### config.mk
export PLATFORM = sky130hd
export DESIGN_NAME = dual_bank_irq_ctrl
export DESIGN_NICKNAME = d
export VERILOG_FILES = /design/src/rtl/dbic_pkg.sv /design/src/rtl/dbic_sync.sv /design/src/rtl/dbic_bank.sv /design/src/rtl/dbic_prio.sv /design/src/rtl/dual_bank_irq_ctrl.sv
export SDC_FILE = /design/constraint.sdc
export NUM_CORES = 1
export LEC_CHECK = 0
export BUFFER_PORTS_ARGS = -buffer_cell sky130_fd_sc_hd__buf_2
export CAP_MARGIN = 20
export CORE_UTILIZATION = 60
export CTS_BUF_LIST = sky130_fd_sc_hd__clkbuf_8
export DETAILED_ROUTE_END_ITERATION = 16
export PLACE_DENSITY = 0.81
export SKIP_CTS_REPAIR_TIMING = 1
export SYNTH_ARGS = -nofsm -noshare
export SYNTH_HDL_FRONTEND = slang
export SYNTH_SLANG_ARGS = --single-unit
export TNS_END_PERCENT = 30
### constraint.sdc
create_clock -name clk -period 2.25 [get_ports clk]
set_clock_uncertainty 0.05 [all_clocks]
set_input_delay 0.1125 -clock clk [delete_from_list [all_inputs] [get_ports clk]]
set_output_delay 0.1125 -clock clk [all_outputs]
set_load 0.03 [all_outputs]
### src/rtl/dbic_pkg.sv
package dbic_pkg;
    localparam int SRC_PER_BANK = 32;
    localparam int NUM_BANKS    = 2;
    localparam int NUM_SRC      = SRC_PER_BANK * NUM_BANKS;
    localparam int IDX_W        = $clog2(NUM_SRC);
    localparam int VEC_W        = 8;
    localparam int DATA_W       = 32;
    localparam int ADDR_W       = 6;

    typedef enum logic [1:0] {
        SEL_EVENT  = 2'd0,
        SEL_ENABLE = 2'd1,
        SEL_ACK    = 2'd2,
        SEL_LEVEL  = 2'd3
    } reg_sel_e;

    typedef struct packed {
        logic     bank_hit;
        logic     vec_hit;
        logic     bank;
        reg_sel_e sel;
    } bus_dec_t;

    function automatic logic [SRC_PER_BANK-1:0] level_mask(input bit wide);
        logic [SRC_PER_BANK-1:0] m;
        m = '0;
        for (int i = 20; i <= 29; i++) begin
            if (i < SRC_PER_BANK && (wide || i != 29)) m[i] = 1'b1;
        end
        return m;
    endfunction

    function automatic bus_dec_t decode_addr(input logic [ADDR_W-1:0] a);
        bus_dec_t d;
        int grp;
        d = '{bank_hit: 1'b0, vec_hit: 1'b0, bank: 1'b0, sel: SEL_EVENT};
        grp = int'(a[ADDR_W-1:4]);
        if (a[1:0] == 2'b00) begin
            if (grp == 0 && a[3:2] == 2'b00) begin
                d.vec_hit = 1'b1;
            end else if (grp >= 1 && grp <= NUM_BANKS) begin
                d.bank_hit = 1'b1;
                d.bank     = 1'(NUM_BANKS - grp);
                d.sel      = reg_sel_e'(a[3:2]);
            end
        end
        return d;
    endfunction
endpackage

### src/rtl/dbic_sync.sv
module dbic_sync #(
    parameter int W = 32
) (
    input  logic         clk,
    input  logic         rst,
    input  logic [W-1:0] d_async,
    output logic [W-1:0] q_sync
);
    logic [W-1:0] stage1;

    always_ff @(posedge clk) begin
        if (rst) begin
            stage1 <= '0;
            q_sync <= '0;
        end else begin
            stage1 <= d_async;
            q_sync <= stage1;
        end
    end
endmodule

### src/rtl/dbic_bank.sv
module dbic_bank #(
    parameter int         W     = 32,
    parameter logic [W-1:0] LMASK = '0
) (
    input  logic         clk,
    input  logic         rst,
    input  logic [W-1:0] line_s,
    input  logic         en_we,
    input  logic         ack_we,
    input  logic [W-1:0] wdata,
    output logic [W-1:0] event_q,
    output logic [W-1:0] enable_q,
    output logic [W-1:0] pending
);
    logic [W-1:0] line_d;
    logic [W-1:0] rise;
    logic [W-1:0] ack_bits;

    assign rise     = line_s & ~line_d & enable_q & ~LMASK;
    assign ack_bits = ack_we ? wdata : '0;
    assign pending  = (event_q | (line_s & LMASK)) & enable_q;

    always_ff @(posedge clk) begin
        if (rst) begin
            line_d   <= '0;
            event_q  <= '0;
            enable_q <= '0;
        end else begin
            line_d  <= line_s;
            event_q <= (event_q & ~ack_bits) | rise;
            if (en_we) enable_q <= wdata;
        end
    end

    // acked bits without a coincident edge are clear afterwards
    p_ack_clears_r5: assert property (@(posedge clk) disable iff (rst)
        ack_we |=> ((event_q & $past(wdata & ~rise)) == '0));

    // no event bit appears where the enable was 0
    p_no_latch_disabled_r3: assert property (@(posedge clk) disable iff (rst)
        1'b1 |=> ((event_q & ~$past(event_q) & ~$past(enable_q)) == '0));

    // a zero enable write silences the bank
    p_enable_zero_r11: assert property (@(posedge clk) disable iff (rst)
        (en_we && wdata == '0) |=> (pending == '0));

    // level sources never hold an event bit
    p_level_no_event_r7: assert property (@(posedge clk) disable iff (rst)
        ((event_q & LMASK) == '0));
endmodule

### src/rtl/dbic_prio.sv
module dbic_prio #(
    parameter int N     = 64,
    parameter int IDX_W = 6
) (
    input  logic [N-1:0]     pend,
    output logic             none,
    output logic [IDX_W-1:0] idx
);
    always_comb begin
        idx  = '0;
        none = 1'b1;
        for (int i = 0; i < N; i++) begin
            if (pend[i]) begin
                idx  = IDX_W'(i);
                none = 1'b0;
            end
        end
    end
endmodule

### src/rtl/dual_bank_irq_ctrl.sv
module dual_bank_irq_ctrl
    import dbic_pkg::*;
#(
    parameter logic [NUM_BANKS-1:0] LVL_WIDE = 2'b01
) (
    input  logic                 clk,
    input  logic                 rst,
    input  logic [NUM_SRC-1:0]   irq_in,
    input  logic [ADDR_W-1:0]    bus_addr,
    input  logic                 bus_we,
    input  logic [DATA_W-1:0]    bus_wdata,
    output logic [DATA_W-1:0]    bus_rdata,
    output logic                 irq_o,
    output logic [VEC_W-1:0]     vec_o
);
    localparam int PAD_W = VEC_W - 1 - IDX_W;

    logic [NUM_SRC-1:0]      line_s;
    logic [NUM_SRC-1:0]      pend_all;
    logic [NUM_SRC-1:0]      event_all;
    logic [NUM_SRC-1:0]      enable_all;
    logic                    prio_none;
    logic [IDX_W-1:0]        prio_idx;
    bus_dec_t                dec;
    logic [DATA_W-1:0]       rd_next;

    assign dec = decode_addr(bus_addr);

    dbic_sync #(.W(NUM_SRC)) u_sync (
        .clk     (clk),
        .rst     (rst),
        .d_async (irq_in),
        .q_sync  (line_s)
    );

    for (genvar b = 0; b < NUM_BANKS; b++) begin : g_bank
        logic sel_bank;
        assign sel_bank = bus_we && dec.bank_hit && (int'(dec.bank) == b);

        dbic_bank #(
            .W     (SRC_PER_BANK),
            .LMASK (level_mask(LVL_WIDE[b]))
        ) u_bank (
            .clk      (clk),
            .rst      (rst),
            .line_s   (line_s[b*SRC_PER_BANK +: SRC_PER_BANK]),
            .en_we    (sel_bank && dec.sel == SEL_ENABLE),
            .ack_we   (sel_bank && dec.sel == SEL_ACK),
            .wdata    (bus_wdata[SRC_PER_BANK-1:0]),
            .event_q  (event_all[b*SRC_PER_BANK +: SRC_PER_BANK]),
            .enable_q (enable_all[b*SRC_PER_BANK +: SRC_PER_BANK]),
            .pending  (pend_all[b*SRC_PER_BANK +: SRC_PER_BANK])
        );
    end

    dbic_prio #(.N(NUM_SRC), .IDX_W(IDX_W)) u_prio (
        .pend (pend_all),
        .none (prio_none),
        .idx  (prio_idx)
    );

    assign vec_o = {prio_none, {PAD_W{1'b0}}, prio_idx};

    always_comb begin
        rd_next = '0;
        if (dec.vec_hit) begin
            rd_next = DATA_W'(vec_o);
        end else if (dec.bank_hit) begin
            unique case (dec.sel)
                SEL_EVENT:  rd_next = DATA_W'(event_all[dec.bank*SRC_PER_BANK +: SRC_PER_BANK]);
                SEL_ENABLE: rd_next = DATA_W'(enable_all[dec.bank*SRC_PER_BANK +: SRC_PER_BANK]);
                SEL_ACK:    rd_next = '0;
                SEL_LEVEL:  rd_next = DATA_W'(line_s[dec.bank*SRC_PER_BANK +: SRC_PER_BANK]);
                default:    rd_next = '0;
            endcase
        end
    end

    always_ff @(posedge clk) begin
        if (rst) begin
            irq_o     <= 1'b0;
            bus_rdata <= '0;
        end else begin
            irq_o     <= |pend_all;
            bus_rdata <= rd_next;
        end
    end

    // request follows the encoder's view of the pending set one cycle later
    p_irq_rise_r9: assert property (@(posedge clk) disable iff (rst)
        !prio_none |=> irq_o);
    p_irq_fall_r9: assert property (@(posedge clk) disable iff (rst)
        prio_none |=> !irq_o);

    // the request is low right after reset
    p_reset_quiet_r11: assert property (@(posedge clk)
        rst |=> !irq_o);

    // a valid vector is always a source that is enabled
    p_vec_enabled_r10: assert property (@(posedge clk) disable iff (rst)
        !vec_o[VEC_W-1] |-> enable_all[prio_idx]);
endmodule

**After elaboration in Yosys (flattened, before gate mapping)**

Index checks and enable logic that the tools add are counted.

- Shifts and indexed selects: 3
- Equal/unequal tests: 3
- $add $sub $neg: 1
- $lt $le $gt $ge: 2
- Reductions and logical operators: 15
- Mux-type cells: 138
- Bitwise gates (word level): 18

Operators with widths:

| cell | number |
|---|---|
| $and 32x32->32 | 8 |
| $mux 6 | 32 |
| $shiftx 64x7->32 | 3 |
| $not 32->32 | 4 |
| $pmux 32 s4 | 1 |
| $mux 5 | 17 |
| $mux 1 | 68 |
| $mux 32 | 2 |
| $or 32x32->32 | 2 |
| $reduce_or 64->1 | 1 |
| $mux 4 | 8 |
| $or 32x29->32 | 1 |
| $or 32x30->32 | 1 |
| $mux 3 | 6 |
| $mux 8 | 2 |
| $logic_and 1x1->1 | 9 |
| $logic_not 2->1 | 4 |
| $eq 2x2->1 const B | 2 |
| $mux 2 | 2 |
| $reduce_or 3->1 | 1 |
| $eq 2x1->1 const B | 1 |
| $ge 2x1->1 const B | 1 |
| $le 2x2->1 const B | 1 |
| $not 1->1 | 2 |
| $sub 1x1->1 const A | 1 |

- Flip-flop bits (word level): 353
- Input port bits: 105
- Output and inout port bits: 41
- Logic and storage cells: 191

**Longest topological paths before layout**

Gate-level depths: netlist (run 1).

- Depth in word-level cells: 67
- Mapped depth: 10
- Gate-level depth less buffers: 8

**By module**

From an unflattened synthesis (run 1), not the netlist that was laid out.

- Cell total of the unflattened synthesis: 1355
- Area total of the unflattened synthesis: 13465.4 um^2

By module, submodules not included:

| module | cells each | area an instance (um^2) | times used | sequential area each (um^2) |
|---|---|---|---|---|
| dbic_sync | 270 | 3464.6 | 1 | 2562.5 |
| dbic_bank at g_bank[1].u_bank | 310 | 3241.9 | 1 | 1741.7 |
| dbic_bank at g_bank[0].u_bank | 307 | 3231.8 | 1 | 1721.7 |
| dual_bank_irq_ctrl | 325 | 2677.6 | 1 | 660.6 |
| dbic_prio | 143 | 849.6 | 1 | 0.0 |

**Worst setup path before layout (run 1)**

OpenSTA, ideal clock, no wires.

- Path type: register to register
- Start point: reg g_bank[1].u_bank.event_q[10]
- End point: reg bus_rdata[0]
- Cell stages (with the launch flop): 7
- Setup slack: 0.252 ns
- Buffers on the path: 0
- Clock period less this slack: 1.998 ns
- Library setup time: 0.070 ns
- Data arrival time: 1.878 ns
- Data required time: 2.130 ns
- Cell sequence: dfxtp_1 a222oi_1 o21ai_1 a221oi_2 a221oi_1 o211ai_1 o2bb2ai_1

- Cells in the longest elaborated chain, start to end: 25

Ends and longest elaborated chain:

| what | line | RTL |
|---|---|---|
| from (decl) | dbic_bank.sv:11 | `output logic [W-1:0] event_q,` |
| from (signal assigned) | dbic_bank.sv:30 | `event_q <= (event_q & ~ack_bits) \| rise;` |
| $or 32x29->32 | dbic_bank.sv:21 | `assign pending = (event_q \| (line_s & LMASK)) & enable_q;` |
| $and 32x32->32 | dbic_bank.sv:21 |  |
| $mux 6 (22 in series) | dbic_prio.sv:13 | `if (pend[i]) begin` |
| via vec_o[0] | dual_bank_irq_ctrl.sv:14 | `output logic [VEC_W-1:0] vec_o` |
| $mux 8 | dual_bank_irq_ctrl.sv:66 | `if (dec.vec_hit) begin` |
| to (signal assigned) | dual_bank_irq_ctrl.sv:85 | `bus_rdata <= rd_next;` |
| to (decl) | dual_bank_irq_ctrl.sv:12 | `output logic [DATA_W-1:0] bus_rdata,` |

The timed path passes the listed nets, and every way through them passes these cells.
A chain may end at the register's enable or synchronous reset.

**Worst setup path in the final report (run 1)**

- Start point: reg g_bank[1].u_bank.enable_q[10]
- End point: out vec_o[0]

- Cells in the longest elaborated chain, start to end: 23

Ends and longest elaborated chain:

| what | line | RTL |
|---|---|---|
| from (decl) | dbic_bank.sv:12 | `output logic [W-1:0] enable_q,` |
| from (signal assigned) | dbic_bank.sv:31 | `if (en_we) enable_q <= wdata;` |
| $and 32x32->32 | dbic_bank.sv:21 |  |
| $mux 6 (22 in series) | dbic_prio.sv:13 |  |
| to (decl) | dual_bank_irq_ctrl.sv:14 |  |

No other way between the ends.

==> results.sh, run 1 <==
export IMPL_status="finished with violations"
export IMPL_violations="negative setup slack"
export IMPL_synth_edf_count=0
export IMPL_hold_depth=5
export IMPL_grt_start_max_net_pins=124
export IMPL_antenna_found_initial=0
export IMPL_setup_ws_ns=-0.359
export IMPL_period_share_pct=116
export IMPL_clk_pin_slew_ns=0.06
export IMPL_endpoint_kind="primary output"
export IMPL_syn_inst=1462
export IMPL_drt_iter0_markers=1063
export IMPL_critPathLaunch="g_bank[1].u_bank.enable_q[10]"
export IMPL_worst_pin_slew_ns=0.845
export IMPL_finalSetupTns_ns=-1.78
export IMPL_die_area_um2=22200
export IMPL_ys_ff_latch=334
export IMPL_core_area_um2=21100
export IMPL_arrival_ns=2.45
export IMPL_rows=53
export IMPL_critical_path_max_fanout=5
export IMPL_track_usage_pct=29.3
export IMPL_crit_required_ns=2.09
export IMPL_min_path_type="primary input to flop"
export IMPL_hpwl_um=21200
export IMPL_crit_chain="a222oi_1 > o21ai_1 > a221oi_4 > a221oi_2 > o211ai_1 > buf_4"
export IMPL_reg2reg_depth=7
export IMPL_setup_viol=7
export IMPL_syn2layout_area_growth_pct=24.9
export IMPL_grt_pass1_vias=10281
export IMPL_dpl_instance_area_um2=13900
export IMPL_synth_top_flop_cell="dfxtp_1"
export IMPL_vias_per_cell=5.70
export IMPL_wl_per_cell_um=17.8
export IMPL_path_class="flop to primary output"
export IMPL_drive_gt1_share_pct=18.8
export IMPL_overflow=0
export IMPL_cts_tree="built"
export IMPL_min_to="bus_rdata[4]"
export IMPL_clock_sinks=334
export IMPL_cts_buffer_depth=3
export IMPL_htree_num_levels=2
export IMPL_synthArstFlopShare_pct=0
export IMPL_grt_pass1_wl_um=51600
export IMPL_hp_start="bus_addr[1]"
export IMPL_total_power_uw=11800
export IMPL_relSlewSlack_pct=43.6
export IMPL_leakagePower_uw=0.00636
export IMPL_rsz0062_at_grt="yes"
export IMPL_die_h_um=149
export IMPL_num_antenna_cells=0
export IMPL_ys_warn_count=0
export IMPL_dpl_worst_slack_ns=0.133
export IMPL_timing_rr_end="bus_rdata[0]"
export IMPL_ir_worst_vdd_mv=0.475
export IMPL_synthesis_nets=1569
export IMPL_hold_viol=0
export IMPL_power_density_nw_per_um2=727
export IMPL_drc=0
export IMPL_syn_area_um2=12900
export IMPL_cap_violations=0
export IMPL_yosysSeqAreaShare_pct=51.6
export IMPL_die_w_um=149
export IMPL_numCtsBuffers=50
export IMPL_numPortBuffers=144
export IMPL_via_count=11476
export IMPL_ys_types=69
export IMPL_final_nets=1808
export IMPL_routed_wl_um=35900
export IMPL_cpPeakStageDelay_ns=0.35
export IMPL_final_util_pct=76.7
export IMPL_finish_instance_area_um2=16200
export IMPL_period_minus_slack_ns=2.61
export IMPL_slew_viol_final=0
export IMPL_start_util_pct=61.4
export IMPL_ioPinCount=146
export IMPL_rrSetupSlack_ns=0.25
export IMPL_fillers=1417
export IMPL_syn_area_per_cell_um2=8.86
export IMPL_ant_nets=0
export IMPL_crit_reg2reg_launch="g_bank[1].u_bank.enable_q[2]"
export IMPL_clkLatencyLatePin_ns=0.58
export IMPL_routabilityCongestion=0.927
export IMPL_cts_root_buf="clkbuf_8"
export IMPL_start_kind="flop"
export IMPL_slowest_stage="a221oi_4"
export IMPL_drtPass1Iterations=5
export IMPL_max_freq_ghz=0.383
[per-stage QoR]
| stage | instances | hold WS, ns |
|---|---|---|
| after floorplan | 1462 | 0.149 |
| after detailed placement | 1821 | 0.274 |
| after global placement | 1821 | 0.268 |
| after CTS | 1909 | -0.324 |
| final | 2012 | 0.0503 |
| after global routing | 2012 | 0.0514 |
[critical path, delay by kind of cell (launching register included)]
kind / cells / cell delay, ns
DFF: 1 / 0.34
buffers and inverters: 1 / 0.23
AOI/OAI and AO/OA: 5 / 1.30
[cell type report]
| class | instances | area [um^2] | area share [%] |
|---|---|---|---|
| inverters | 23 | 86.3 | 0.534 |
| repair buffers | 272 | 2010 | 12.4 |
| clock inverters | 24 | 144 | 0.890 |
| well taps | 275 | 344 | 2.13 |
| flip-flops and latches | 334 | 6710 | 41.5 |
| multi-input cells | 1020 | 6000 | 37.1 |
| clock buffers | 64 | 881 | 5.45 |
[per-layer routing]
layer  vias to the layer above  part of all wire [%]  GRT usage, %
met1                      5404                    40          37.4
met3                       120                   8.1          5.93
met2                       531                    49          47.9
met4                         0                   3.5          12.8
met5                         -                     0             0
li1                       5421                     -             -
[how the worst max path moves through the flow]
stage / to / slack [ns] / depth (start not counted)
2_1_floorplan: bus_rdata[0] / 0.25 / 6
3_3_place_gp: vec_o[0] / 0.18 / 7
3_5_place_dp: vec_o[2] / 0.13 / 5
4_1_cts: vec_o[2] / -0.51 / 5
5_1_grt: vec_o[7] / -0.47 / 7
6_report: vec_o[0] / -0.36 / 6
[synth_stat cells, drive strengths merged, types with 3 or more instances]
library cell | number | area share [%]
o211ai | 56 | 3.2
and3 | 5 | 0.24
mux4 | 5 | 0.87
a21boi | 3 | 0.17
nand2b | 22 | 1.1
mux2i | 54 | 4.2
inv | 23 | 0.67
a21oi | 153 | 5.9
nand3 | 11 | 0.46
nor2b | 174 | 8.4
a311oi | 4 | 0.27
a22o | 9 | 0.61
a32o | 4 | 0.31
and2 | 4 | 0.21
a32oi | 18 | 1.2
a22oi | 15 | 0.95
clkbuf | 53 | 1.5
o21ai | 24 | 1.1
o21a | 8 | 0.46
a21o | 3 | 0.17
nand2 | 305 | 8.9
buf | 32 | 1.3
nand4 | 4 | 0.19
nor2 | 98 | 2.9
nor4 | 3 | 0.24
dfxtp | 334 | 52
[cells by family (layout without fill, tap and decap cells)]
family | count (synthesis) | after routing | share of synthesized area [%]
compound gates | 320 | 320 | 16.3
other cells | 1 | 1 | 0.0290
mux | 59 | 59 | 5.04
buf+inv | 108 | 383 | 3.54
flops | 334 | 334 | 51.6
simple gates | 638 | 638 | 23.3
fa+ha+maj | 2 | 2 | 0.193
[sequential cells by signal, indices dropped and copies added, names as in the netlist]
register	cells
g_bank.u_bank.event_q	64
u_sync.stage1	64
u_sync.q_sync	64
g_bank.u_bank.enable_q	64
bus_rdata	32
irq_o	1
g_bank.u_bank.line_d	45
[report_power, final]
part / leakage (uW) / switching [uW] / internal [uW]
clock: 0.000567 / 2300 / 2670
combinational: 0.00307 / 333 / 333
sequential: 0.00273 / 70.0 / 6050
[placed cells by master (no fill, tap or decap), types with 3 or more instances in the layout]
cell	Yosys	routed
clkinv_2	0	6
buf_2	26	139
dlygate4sd3_1	0	99
a22oi_1	13	6
nand2_2	1	4
o21ai_4	1	3
clkinvlp_4	0	4
nand2_1	304	301
o21ai_1	11	5
buf_12	0	4
and2_1	3	3
a32o_1	4	4
dfxtp_2	0	15
a311oi_1	4	3
clkbuf_8	0	65
o21ai_0	8	6
mux2i_1	54	54
dfxtp_1	334	317
nor2_1	97	93
o211ai_1	56	56
nor2b_1	174	174
o21a_1	8	6
nand2b_1	22	22
a32oi_1	18	18
o21ai_2	4	10
nand3_1	10	10
nand4_1	4	4
mux4_2	5	5
a21oi_1	153	152
and3_1	5	4
a22o_1	9	9
nor2_2	0	4
buf_4	5	27
a21o_1	3	3
inv_1	23	35
a22oi_2	2	9
(Power assumes the default switching activity.)
==> run 2: changes to the inputs <==
CORE_ASPECT_RATIO = 1.4   (was not set)
CORE_UTILIZATION = 34   (was 60)
HOLD_SLACK_MARGIN = 0.05   (was not set)
PLACE_DENSITY = not set   (was 0.81)
==> results.sh, run 2 (same netlist as run 1, synthesis figures left out) <==
export IMPL_cts_root_buf="clkbuf_8"
export IMPL_routed_wl_um=38200
export IMPL_place_inst=2042
export IMPL_reg2reg_depth=7
export IMPL_grt_pass1_wl_um=57900
export IMPL_slew_viol_final=0
export IMPL_die_area_um2=38900
export IMPL_crit_reg2reg_launch="g_bank[1].u_bank.event_q[2]"
export IMPL_path_class="flop to primary output"
export IMPL_numCtsBuffers=51
export IMPL_grt_util_met1_pct=21.6
export IMPL_combPwrFrac_pct=5.8
export IMPL_gr_usage_met2_pct=33.7
export IMPL_ant_nets=0
export IMPL_endpoint_kind="primary output"
export IMPL_core_area_um2=37500
export IMPL_use_met3_pct=3.73
export IMPL_cts_tree="built"
export IMPL_final_common_cell="dfxtp_1"
export IMPL_hold_viol=0
export IMPL_ir_worst_vdd_mv=0.364
export IMPL_p_int_uw=9090
export IMPL_rows=84
export IMPL_net_switching_power_uw=2740
export IMPL_violations="negative setup slack"
export IMPL_critical_path_max_fanout=5
export IMPL_arrival_ns=2.52
export IMPL_vias_per_cell=5.03
export IMPL_cap_violations=0
export IMPL_relSlewSlack_pct=39.8
export IMPL_final_cell_mix="dfxtp_1, nand2_1, nor2b_1"
export IMPL_numPortBuffers=144
export IMPL_hold_depth=6
export IMPL_die_w_um=167
export IMPL_ioPinCount=146
export IMPL_wl_per_cell_um=17.0
export IMPL_hp_start="bus_addr[0]"
export IMPL_cpMostUsedCell="a221oi_2"
export IMPL_fillers=3639
export IMPL_switching_share_pct=23.2
export IMPL_dpl_instance_area_um2=14400
export IMPL_rrSetupSlack_ns=0.23
export IMPL_cpPeakStageDelay_ns=0.41
export IMPL_die_h_um=233
export IMPL_overflow=0
export IMPL_final_nets=1837
export IMPL_crit_chain="nand2_1 > a32oi_1 > o21ai_1 > a221oi_2 > a221oi_2 > o211ai_1 > buf_4"
export IMPL_max_freq_ghz=0.373
export IMPL_min_path_type="primary input to flop"
export IMPL_finalSetupTns_ns=-2.34
export IMPL_drc=0
export IMPL_drive_gt1_share_pct=18.2
export IMPL_top_usage_layer="met2"
export IMPL_finish_instance_area_um2=16600
export IMPL_slowest_stage="dfxtp_1"
export IMPL_period_share_pct=119
export IMPL_worst_pin_slew_ns=0.903
export IMPL_clock_power_share_pct=42.5
export IMPL_crit_required_ns=2.09
export IMPL_start_kind="flop"
export IMPL_power_density_nw_per_um2=711
export IMPL_syn2layout_area_growth_pct=28.5
export IMPL_clkLatencyLatePin_ns=0.60
export IMPL_drt_iter0_markers=657
export IMPL_antenna_found_initial=0
export IMPL_drtPass1Iterations=7
export IMPL_timing_rr_end="bus_rdata[0]"
export IMPL_clk_pin_slew_ns=0.06
export IMPL_routabilityCongestion=0.836
export IMPL_period_minus_slack_ns=2.68
export IMPL_grt_start_max_net_pins=157
export IMPL_status="finished with violations"
export IMPL_leakagePower_uw=0.00653
export IMPL_htree_num_levels=2
export IMPL_layout_cells_non_filler=2241
export IMPL_setup_viol=7
export IMPL_cts_buffer_depth=3
export IMPL_track_usage_pct=19.1
export IMPL_seqPwrFrac_pct=51.7
export IMPL_via_count=11273
export IMPL_start_util_pct=34.5
export IMPL_setup_ws_ns=-0.431
export IMPL_min_to="bus_rdata[7]"
export IMPL_rsz0062_at_grt="yes"
export IMPL_clock_sinks=334
export IMPL_grt_pass1_vias=10534
export IMPL_hpwl_um=24900
-- run 2: changes by cell type in the layout (fill, tap and decap cells not counted), sizes merged --
cell / change
clkinvlp: -1
diode: +1
dlygate4sd3: +9
buf: +20
bufinv: -1
inv: +1
clkbuf: +3
clkinv: -1
-- run 2: worst max-delay path: cells and delay by family (launching register included) --
kind            cells  cell delay [ns]
simple gates        1             0.11
flops               1             0.41
buf+inv             1             0.24
compound gates      5             1.17
-- run 2: worst max-delay path by stage --
stage | slack, ns | cells after the start | startpoint | endpoint
2_1_floorplan | 0.25 | 6 | g_bank[1].u_bank.event_q[10] | bus_rdata[0]
3_3_place_gp | 0.12 | 6 | g_bank[1].u_bank.enable_q[12] | vec_o[0]
6_report | -0.43 | 7 | g_bank[1].u_bank.enable_q[7] | vec_o[0]
3_5_place_dp | 0.12 | 6 | g_bank[1].u_bank.enable_q[12] | vec_o[0]
4_1_cts | -0.52 | 6 | g_bank[1].u_bank.enable_q[12] | vec_o[0]
5_1_grt | -0.52 | 6 | g_bank[1].u_bank.event_q[10] | vec_o[0]
-- run 2: area by class of cell --
type / count / area (um^2) / area share, %
inverter: 23 / 86.3 / 0.519
sequential: 334 / 6700 / 40.2
clock inverter: 22 / 105 / 0.632
antenna: 1 / 2.50 / 0.0150
clock buffer: 68 / 936 / 5.62
tap: 473 / 592 / 3.56
timing repair buffer: 300 / 2300 / 13.8
multi-input combinational: 1020 / 5920 / 35.6
-- run 2: power by group through the flow --
stage,Sequential (uW),Combinational [uW],Clock (uW)
detailed placement,6240,541,0
global placement,6240,535,0
CTS,6110,543,5220
finish,6120,685,5030
floorplan,6220,317,0
global route,6130,745,5450
-- run 2: per-layer routing --
metal  wire, um  up-vias
met3       1940       82
met4       1540        0
met2      19300      338
li1           -     5480
met5          0        -
met1      15400     5373
-- run 2: stage by stage --
step                      util [%]  total power [uW]  setup slack (ns)  hold slack [ns]
after floorplan                  -              6540             0.252            0.149
after global placement        38.4              6780             0.118            0.270
after detailed placement      38.4              6790             0.116            0.274
after CTS                     41.2             11900            -0.524           -0.373
after global routing          44.3             12300            -0.518           0.0915
final                         44.4             11800            -0.431           0.0959
==> run 3: changes to the inputs <==
BUFFER_PORTS_ARGS = not set   (was -buffer_cell sky130_fd_sc_hd__buf_2)
DONT_BUFFER_PORTS = 1   (was not set)
==> results.sh, run 3 (same netlist as run 1, synthesis figures left out) <==
export IMPL_violations="negative setup slack"
export IMPL_die_w_um=167
export IMPL_reg2reg_depth=7
export IMPL_min_path_type="primary input to flop"
export IMPL_place_inst=1888
export IMPL_die_area_um2=38900
export IMPL_power_density_nw_per_um2=694
export IMPL_routed_wl_um=41100
export IMPL_numCtsBuffers=52
export IMPL_numPortBuffers=0
export IMPL_start_kind="primary input"
export IMPL_drc=0
export IMPL_drtPass1Iterations=5
export IMPL_layout_cells_non_filler=2275
export IMPL_wl_per_cell_um=18.1
export IMPL_drt_iter0_markers=605
export IMPL_period_minus_slack_ns=2.68
export IMPL_clk_pin_slew_ns=0.06
export IMPL_clkLatencyLatePin_ns=0.61
export IMPL_grt_pass1_wl_um=57000
export IMPL_cts_buffer_depth=3
export IMPL_antenna_found_initial=1
export IMPL_final_nets=1866
export IMPL_worst_pin_slew_ns=0.904
export IMPL_final_common_cell="dfxtp_1"
export IMPL_rsz0062_at_grt="yes"
export IMPL_cap_violations=0
export IMPL_gr_usage_met2_pct=33.6
export IMPL_setup_ws_ns=-0.432
export IMPL_ioPinCount=146
export IMPL_arrival_ns=3.18
export IMPL_ir_worst_vdd_mv=0.462
export IMPL_relSlewSlack_pct=39.5
export IMPL_grt_util_met1_pct=21.2
export IMPL_routabilityCongestion=0.863
export IMPL_drive_gt1_share_pct=10.8
export IMPL_overflow=0
export IMPL_final_util_pct=47.3
export IMPL_period_share_pct=119
export IMPL_cts_tree="built"
export IMPL_hold_depth=5
export IMPL_core_area_um2=37500
export IMPL_path_class="primary input to flop"
export IMPL_grt_pass1_vias=10089
export IMPL_rows=84
export IMPL_timing_rr_end="bus_rdata[0]"
export IMPL_hpwl_um=24600
export IMPL_crit_required_ns=2.75
export IMPL_max_freq_ghz=0.373
export IMPL_hp_start="bus_addr[3]"
export IMPL_rrSetupSlack_ns=0.25
export IMPL_cts_root_buf="clkbuf_8"
export IMPL_via_count=11609
export IMPL_crit_reg2reg_launch="g_bank[0].u_bank.event_q[5]"
export IMPL_ant_nets=0
export IMPL_finalSetupTns_ns=-5.14
export IMPL_status="finished with violations"
export IMPL_start_util_pct=34.5
export IMPL_min_to="g_bank[1].u_bank.enable_q[8]"
export IMPL_grt_start_max_net_pins=310
export IMPL_use_met3_pct=4.27
export IMPL_vias_per_cell=5.10
export IMPL_critical_path_max_fanout=16
export IMPL_slew_viol_final=0
export IMPL_die_h_um=233
export IMPL_dpl_worst_slack_ns=0.148
export IMPL_final_cell_mix="dfxtp_1, nand2_1, dlygate4sd3_1"
export IMPL_leakagePower_uw=0.00697
export IMPL_endpoint_kind="flop"
export IMPL_holdWs_ns=0.0432
export IMPL_clock_sinks=334
export IMPL_setup_viol=15
export IMPL_track_usage_pct=18.9
export IMPL_hold_viol=0
export IMPL_top_usage_layer="met2"
export IMPL_syn2layout_area_growth_pct=37.2
export IMPL_htree_num_levels=2
[run 3: changes by cell type in the layout (fill, tap and decap cells not counted), sizes merged]
cell / delta
clkinvlp: +2
clkinv: +7
diode: +1
bufinv: +4
dlygate4sd3: +178
buf: -150
clkbuf: -2
inv: -6
[run 3: final cells by class]
| type | count | area, um^2 |
|---|---|---|
| antenna | 2 | 5.00 |
| sequential | 334 | 6700 |
| multi-input combinational | 1020 | 5950 |
| fill | 3539 | 19800 |
| clock buffer | 66 | 908 |
| tap | 473 | 592 |
| inverter | 23 | 86.3 |
| timing repair buffer | 328 | 3270 |
| clock inverter | 29 | 248 |
[run 3: per-layer routing]
layer	routed length, um	vias to the layer above	share of wire (%)
li1	-	5559	-
met1	16000	5521	39
met2	20900	415	51
met3	2400	114	5.8
met4	1840	0	4.5
met5	0	-	0
[run 3: worst max path at each step]
stage	cells after the start	startpoint	end	slack [ns]
2_1_floorplan	6	g_bank[1].u_bank.event_q[10]	bus_rdata[0]	0.25
3_3_place_gp	7	u_sync.q_sync[23]	bus_rdata[4]	0.17
3_5_place_dp	7	g_bank[1].u_bank.enable_q[7]	vec_o[0]	0.15
4_1_cts	7	u_sync.q_sync[23]	vec_o[7]	-0.50
5_1_grt	10	bus_addr[1]	g_bank[0].u_bank.enable_q[13]	-0.53
6_report	10	bus_addr[1]	g_bank[0].u_bank.enable_q[13]	-0.43
[run 3: metrics by stage]
stage	cell area [um^2]	power, uW
global route	17800	12800
CTS	14700	12100
detailed placement	13500	6530
finish	17800	12300
global placement	13500	6520
floorplan	12900	6540
[run 3: report_power, final]
part / switching (uW) / internal, uW
combinational: 269 / 356
sequential: 71.5 / 6050
clock: 2460 / 3120
total: 2800 / 9520
[run 3: critical path, cell delays in order]
cell and delay, ns:
nor2_4 0.16, dlygate4sd3_1 0.66, and3_4 0.31, nand3b_1 0.15, nor2_2 0.12, buf_4 0.29
nand2_1 0.08, dlygate4sd3_1 0.57, a21oi_1 0.15, dlygate4sd3_1 0.57
